`src/rtl/esc_pkg.sv`:
```
package esc_pkg;

   // Output slot occupancy
   typedef enum logic [1:0] {
      SLOT_EMPTY  = 2'd0,
      SLOT_SINGLE = 2'd1,   // one byte, nothing behind it
      SLOT_LEAD   = 2'd2    // prefix shown, transformed byte held
   } slot_e;

   // True when CODE is one of the COUNT values packed in LIST
   function automatic bit list_has(input int unsigned code,
                                   input logic [255:0] list,
                                   input int unsigned count,
                                   input int unsigned width);
      bit found;
      found = 1'b0;
      for (int i = 0; i < int'(count); i++) begin
         if (((list >> (i * width)) & ((256'd1 << width) - 1)) == 256'(code))
            found = 1'b1;
      end
      return found;
   endfunction

endpackage

```
`src/rtl/esc_match.sv`:
```
module esc_match #(
   parameter int unsigned        BYTE_W  = 8,
   parameter int unsigned        N_CODES = 2,
   parameter logic [255:0]       CODES   = 256'h0000_FEFF
) (
   input  logic [BYTE_W-1:0] byte_i,
   output logic              hit_o
);

   localparam int unsigned LIST_W = N_CODES * BYTE_W;

   logic [N_CODES-1:0] eq;

   generate
      if (N_CODES == 1) begin : g_single
         assign eq[0] = (byte_i == CODES[BYTE_W-1:0]);
      end else begin : g_multi
         for (genvar k = 0; k < int'(N_CODES); k++) begin : g_cmp
            assign eq[k] = (byte_i == CODES[k*BYTE_W +: BYTE_W]);
         end
      end
   endgenerate

   logic unused_ok;
   assign unused_ok = (LIST_W > 0);
   assign hit_o = |eq;

endmodule

```
`src/rtl/esc_core.sv`:
```
module esc_core
   import esc_pkg::*;
#(
   parameter int unsigned        BYTE_W  = 8,
   parameter logic [BYTE_W-1:0]  PREFIX  = 8'hFE,
   parameter logic [BYTE_W-1:0]  FLIP    = 8'h80
) (
   input  logic              clk,
   input  logic              rst,
   input  logic              in_valid,
   input  logic              need_esc,
   input  logic [BYTE_W-1:0] in_data,
   output logic              in_ready,
   output logic              out_valid,
   output logic [BYTE_W-1:0] out_data,
   input  logic              out_ready
);

   slot_e             slot_q;
   logic [BYTE_W-1:0] show_q;
   logic [BYTE_W-1:0] held_q;
   logic              drain;
   logic              take;

   assign drain     = (slot_q != SLOT_EMPTY) && out_ready;
   assign in_ready  = (slot_q != SLOT_LEAD) && ((slot_q == SLOT_EMPTY) || out_ready);
   assign take      = in_valid && in_ready;
   assign out_valid = (slot_q != SLOT_EMPTY);
   assign out_data  = show_q;

   always_ff @(posedge clk) begin
      if (rst) begin
         slot_q <= SLOT_EMPTY;
         show_q <= '0;
         held_q <= '0;
      end else if (slot_q == SLOT_LEAD) begin
         if (out_ready) begin
            slot_q <= SLOT_SINGLE;
            show_q <= held_q;
         end
      end else if (take) begin
         if (need_esc) begin
            slot_q <= SLOT_LEAD;
            show_q <= PREFIX;
            held_q <= in_data ^ FLIP;
         end else begin
            slot_q <= SLOT_SINGLE;
            show_q <= in_data;
         end
      end else if (drain) begin
         slot_q <= SLOT_EMPTY;
      end
   end

endmodule

```
`src/rtl/esc_stuffer.sv`:
```
module esc_stuffer
   import esc_pkg::*;
#(
   parameter int unsigned        BYTE_W  = 8,
   parameter int unsigned        N_CODES = 2,
   parameter logic [255:0]       CODES   = 256'h0000_FEFF,
   parameter logic [BYTE_W-1:0]  PREFIX  = 8'hFE,
   parameter logic [BYTE_W-1:0]  FLIP    = 8'h80
) (
   input  logic              clk,
   input  logic              rst,
   input  logic              in_valid,
   input  logic              in_esc,
   input  logic [BYTE_W-1:0] in_data,
   output logic              in_ready,
   output logic              out_valid,
   output logic [BYTE_W-1:0] out_data,
   input  logic              out_ready
);

   localparam bit PREFIX_RESERVED = list_has(int'(PREFIX), CODES, N_CODES, BYTE_W);

   generate
      if (BYTE_W < 2 || BYTE_W > 32) begin : g_bad_width
         $error("esc_stuffer: BYTE_W out of range");
      end
      if (N_CODES < 1 || N_CODES * BYTE_W > 256) begin : g_bad_count
         $error("esc_stuffer: N_CODES out of range");
      end
      if (!PREFIX_RESERVED) begin : g_bad_prefix
         $error("esc_stuffer: PREFIX must be a reserved code");
      end
      if (FLIP == '0) begin : g_bad_flip
         $error("esc_stuffer: FLIP must change the byte");
      end
   endgenerate

   logic hit;
   logic need_esc;

   esc_match #(
      .BYTE_W (BYTE_W),
      .N_CODES(N_CODES),
      .CODES  (CODES)
   ) u_match (
      .byte_i(in_data),
      .hit_o (hit)
   );

   assign need_esc = in_esc && hit;

   esc_core #(
      .BYTE_W(BYTE_W),
      .PREFIX(PREFIX),
      .FLIP  (FLIP)
   ) u_core (
      .clk      (clk),
      .rst      (rst),
      .in_valid (in_valid),
      .need_esc (need_esc),
      .in_data  (in_data),
      .in_ready (in_ready),
      .out_valid(out_valid),
      .out_data (out_data),
      .out_ready(out_ready)
   );

endmodule

```
`config.mk`:
```
export PLATFORM = sky130hd
export DESIGN_NAME = esc_stuffer
export DESIGN_NICKNAME = d
export VERILOG_FILES = /design/src/rtl/esc_pkg.sv /design/src/rtl/esc_match.sv /design/src/rtl/esc_core.sv /design/src/rtl/esc_stuffer.sv
export SDC_FILE = /design/constraint.sdc
export NUM_CORES = 1
export LEC_CHECK = 0
export BUFFER_PORTS_ARGS = -buffer_cell sky130_fd_sc_hd__buf_2
export CAP_MARGIN = 30
export CORE_MARGIN = 2
export CORE_UTILIZATION = 40
export DETAILED_ROUTE_END_ITERATION = 10
export SETUP_SLACK_MARGIN = 0.4
export SLEW_MARGIN = 20
export SYNTH_ARGS = -nofsm -noshare
export SYNTH_HDL_FRONTEND = slang
export SYNTH_SLANG_ARGS = --single-unit
```
`constraint.sdc`:
```
create_clock -name clk -period 2 [get_ports clk]
set_clock_uncertainty 0.2 [all_clocks]
set_input_delay 0.2 -clock clk [delete_from_list [all_inputs] [get_ports clk]]
set_output_delay 0.2 -clock clk [all_outputs]
set_load 0.01 [all_outputs]
```
# After elaboration in Yosys (flattened, before gate mapping)
# Index checks and enable logic that the tools add are counted.
# word_totals
reg_bits,18
out_inout_bits,10
# classes
eq_ne,5
n_mux,9
bitwise_logic,2
n_reduce_logical,13
# op_table
op,n
2-to-1 mux 8 bit,4
"equality test 8 bit, second input constant",2
2-to-1 mux 2 bit,5
logical AND 1 bit,4
"!= test 2 bit, second input constant",2
AND reduction 2 bit,2
nonzero test 2 bit,2
AND reduction 3 bit,1
nonzero test 3 bit,1
"equality test 2 bit, second input constant",1
logical NOT 2 bit,1
NOT 1 bit,2
OR reduction 2 bit,1
logical OR 1 bit,1

# Depth between registers and ports, before layout
# logic_depth
depth_word,6
ltp_mapped,5

# Hierarchy
# Synthesis repeated with hierarchy kept, for this count alone.
# hier_totals
cells_unflattened,100
area_unflattened_um2,877.1
# by_module_without_submodules
mod,instances,cells_per_inst,area_each_um2
esc_core,1,96,855.8
esc_match,1,3,15.0
esc_stuffer,1,1,6.3

# Worst setup path before layout
# Ideal clock, no wire load.
# synth_timing
path_kind,reg-to-reg
startpoint,register u_core.slot_q[1]
endpoint,register u_core.held_q[7]
setup_ps,116
arrival_time_ps,1220
required_ps,1684
setup_slack_ps,465
path_stages_with_launch,6
n_path_buf,1
period_less_slack_ps,1535
cell_sequence,dfxtp_1 nor2_1 inv_1 a2111o_1 buf_6 and3b_1
# synth_between
elab_chain_len,5
# synth_lines
element,line,text
start: declaration,esc_core.sv:19,slot_e slot_q;
start signal: assignment,esc_core.sv:33,slot_q <= SLOT_EMPTY;
start signal: assignment,esc_core.sv:38,slot_q <= SLOT_SINGLE;
start signal: assignment,esc_core.sv:43,slot_q <= SLOT_LEAD;
logical NOT 2 bit,esc_core.sv:26,assign in_ready = (slot_q != SLOT_LEAD) && ((slot_q == SLOT_EMPTY) || out_ready);
logical OR 1 bit,esc_core.sv:26,
logical AND 1 bit,esc_core.sv:26,
logical AND 1 bit,esc_core.sv:27,assign take = in_valid && in_ready;
AND reduction 3 bit (no source line) (*),--,
end signal: assignment,esc_core.sv:45,held_q <= in_data ^ FLIP;
end: declaration,esc_core.sv:21,logic [BYTE_W-1:0] held_q;
# Mark *: on every way between the ends. The rest lies on a longest branch, timed or not.
# A chain may end at the register's enable or synchronous reset.

# Final worst setup path
# Ends and elaborated chain as after synthesis.

==> reports/results.ini <==
[critical_path]
worst-setup-path-type=reg -> reg
cpMaxStageDelayCell=a2111o_1
rr_startpoint=u_core.slot_q[1]
cp-endpoint=u_core.held_q[7]
worst-path-stages=4
r2r_cells=4
reg2reg_slack_ns=0.45
arrival_ns=1.55
path_cells=nor2_2 -> inv_1 -> a2111o_1 -> and3b_1
critPathBufInv=1
r2r-end=u_core.held_q[7]
worstSetupEndpointType=register
worstPathMaxFanout=6
required_ns=2.00
startpoint=u_core.slot_q[1]
max_stage_delay_ns=0.46
path_delay_family=compound AO/OA/AOI/OAI gates
critPathLaunchType=register

[pwr]
ir_drop_mv=0.365
p_clk_share_pct=31.4
power.internal_uw=536
swShare_pct=26.6
p_sw_uw=195
p_comb_share_pct=15.9
power_density_nw_per_um2=717
seqPwrFrac_pct=52.7
p_leak_nw=0.452

[clock_network]
clk_latency_ns=0.29
cts_made_buffers=3
clockBufferDepth=2
tritoncts=yes
clock-root-buffer=clkbuf_4
cts_num_sinks=18
cts_setup_buffers=0
htree_levels=1
clk_pin_slew_ns=0.11

[final_layout]
multi_input_area_um2=420
fillers=192
final_cells=138
final_common_cell=buf_2
final_cell_mix=buf_2 (22), dfxtp_1 (16), a211oi_1 (14)
antenna_cells=0
layout.nets=125
seq_area_um2=368
drive_gt1_share_pct=30.6
synthToLayoutAreaGrowth_pct=23.9

[global_route]
grt_pass1_vias=664
grt_max_degree=20
grt-ovfl-total=0
grt_pass1_wl_mm=2.99
antenna_found_initial=0
gr-usage-all-layers_pct=15.9

[outcome]
status=finished, final reports clean

[synthesis]
ys_seq_area_share_pct=43.8
synth_edf_count=0
yosys_warnings=0
netlist_area_um2=823
ys_types=26
async_flop_share_pct=0
syn_nets=101
synth_flop_cell=dfxtp_1
synth_seq_cells=18
avgSynthCellArea_um2=9.36
post_synth_inst_count=88

[timing]
max_slew_margin_pct=77.9
setup_viol=0
max_clock_freq_ghz=0.644
post-route-min-period_ns=1.55
rsz0062_at_grt=yes
tightest_slew_ns=0.331
finalCritPeriodShare_pct=77.6
slew_violations=0
hold_violations=0
fin_setup_tns_ns=0

[route]
finalWirelength_mm=1.79
dr_total_vias=724
remaining_drc_errors=0
ant_nets=0
drtIter0Drc=16
vias_per_cell=5.25
wl_per_cell_um=13.0
dr.pass1.iters=4

[floorplan]
rows=16
ios=23
die-area_um2=2440
die_x_um=49.4
die_h_um=49.4
core_area_um2=1940
initial_core_util_pct=42.4

[placement]
portBuffers=22
gp_congestion=0.786
dp_cells=132

[flow_run]
maxCapViolations=0

[worst_hold_path]
hold_class=in -> reg

[worst register-to-register path: stages, from the launching register on]
cell	delay [ns]
dfxtp_4	0.39
nor2_2	0.13
inv_1	0.10
a2111o_1	0.46
and3b_1	0.19
[state kept, by name, indices dropped and copies added (netlist names)]
| register | cells |
|---|---|
| u_core.held_q | 8 |
| u_core.slot_q | 2 |
| u_core.out_data | 8 |
[Yosys cell counts (2+ instances only)]
master,count,area share [%]
a211oi_1,15,14
a21oi_1,8,4.9
and2_1,2,1.5
clkbuf_1,2,0.91
dfxtp_1,18,44
inv_1,9,4.1
mux2i_1,8,9.7
nand2_1,2,0.91
nand2b_1,5,3.8
nand4_1,2,1.5
nor2_1,2,0.91
[metrics by stage]
stage               hold slack [ns]  total power [mW]  setup slack (ns)  area, µm²  util [%]
floorplan                     0.152             0.459             0.465        823         -
detailed placement            0.240             0.503             0.383        940      48.4
global placement              0.237             0.502             0.418        940      48.4
CTS                          0.0230             0.729             0.363        997      51.4
global route                 0.0303             0.768             0.397       1020      52.5
finish                       0.0226             0.731             0.448       1020      52.5
[timing repair]
action                                 4_1_cts  5_1_grt
resized for setup                            0        9
setup endpoints to repair                    2       18
endpoints found under the hold margin        1        0
pin swaps                                    1        1
gates cloned                                 1        0
hold buffers                                 1        0
[kinds of logic (layout without fill, tap and decap cells)]
| kind of cell | Yosys count | count (layout) | synth area share [%] |
|---|---|---|---|
| AO/OA/AOI/OAI | 31 | 32 | 26.1 |
| buffers and inverters | 15 | 37 | 7.90 |
| flip-flops | 18 | 18 | 43.8 |
| multiplexers | 9 | 9 | 11.6 |
| AND/OR/NAND/NOR | 15 | 15 | 10.6 |
[power by group through the flow]
stage	clock, mW	sequential (mW)	combinational [mW]
2_1_floorplan	0	0.400	0.0585
3_3_place_gp	0	0.393	0.109
3_5_place_dp	0	0.393	0.110
4_1_cts	0.230	0.385	0.113
5_1_grt	0.251	0.388	0.129
6_report	0.229	0.385	0.117
[cell type report]
cell class                      instances  share of cell area (%)
Timing Repair Buffer                   23                    11.8
Sequential cell                        18                    36.1
Tap cell                               27                    3.31
Clock buffer                            4                    3.56
Multi-Input combinational cell         56                    41.2
Inverter                               10                    4.05
[worst min path at each step]
stage                                start                to  cells after the start
after floorplan                 in_data[0]  u_core.held_q[0]                      2
after global placement    u_core.held_q[4]  u_core.held_q[4]                      2
after detailed placement  u_core.held_q[6]  u_core.held_q[6]                      2
after CTS                         in_valid  u_core.slot_q[0]                      3
after global routing              in_valid  u_core.slot_q[0]                      3
final                             in_valid  u_core.slot_q[0]                      3
[layer usage]
layer | up-vias | global-route usage (%) | routed length (µm) | part of all wire, %
met1 | 333 | 21.9 | 897 | 50
met5 | - | 0 | 0 | 0
met2 | 18 | 23.9 | 799 | 45
met3 | 2 | 3.99 | 87 | 4.8
met4 | 0 | 5.71 | 10 | 0.56
li1 | 371 | - | - | -
Note: power is estimated with default switching activity, not from simulation.
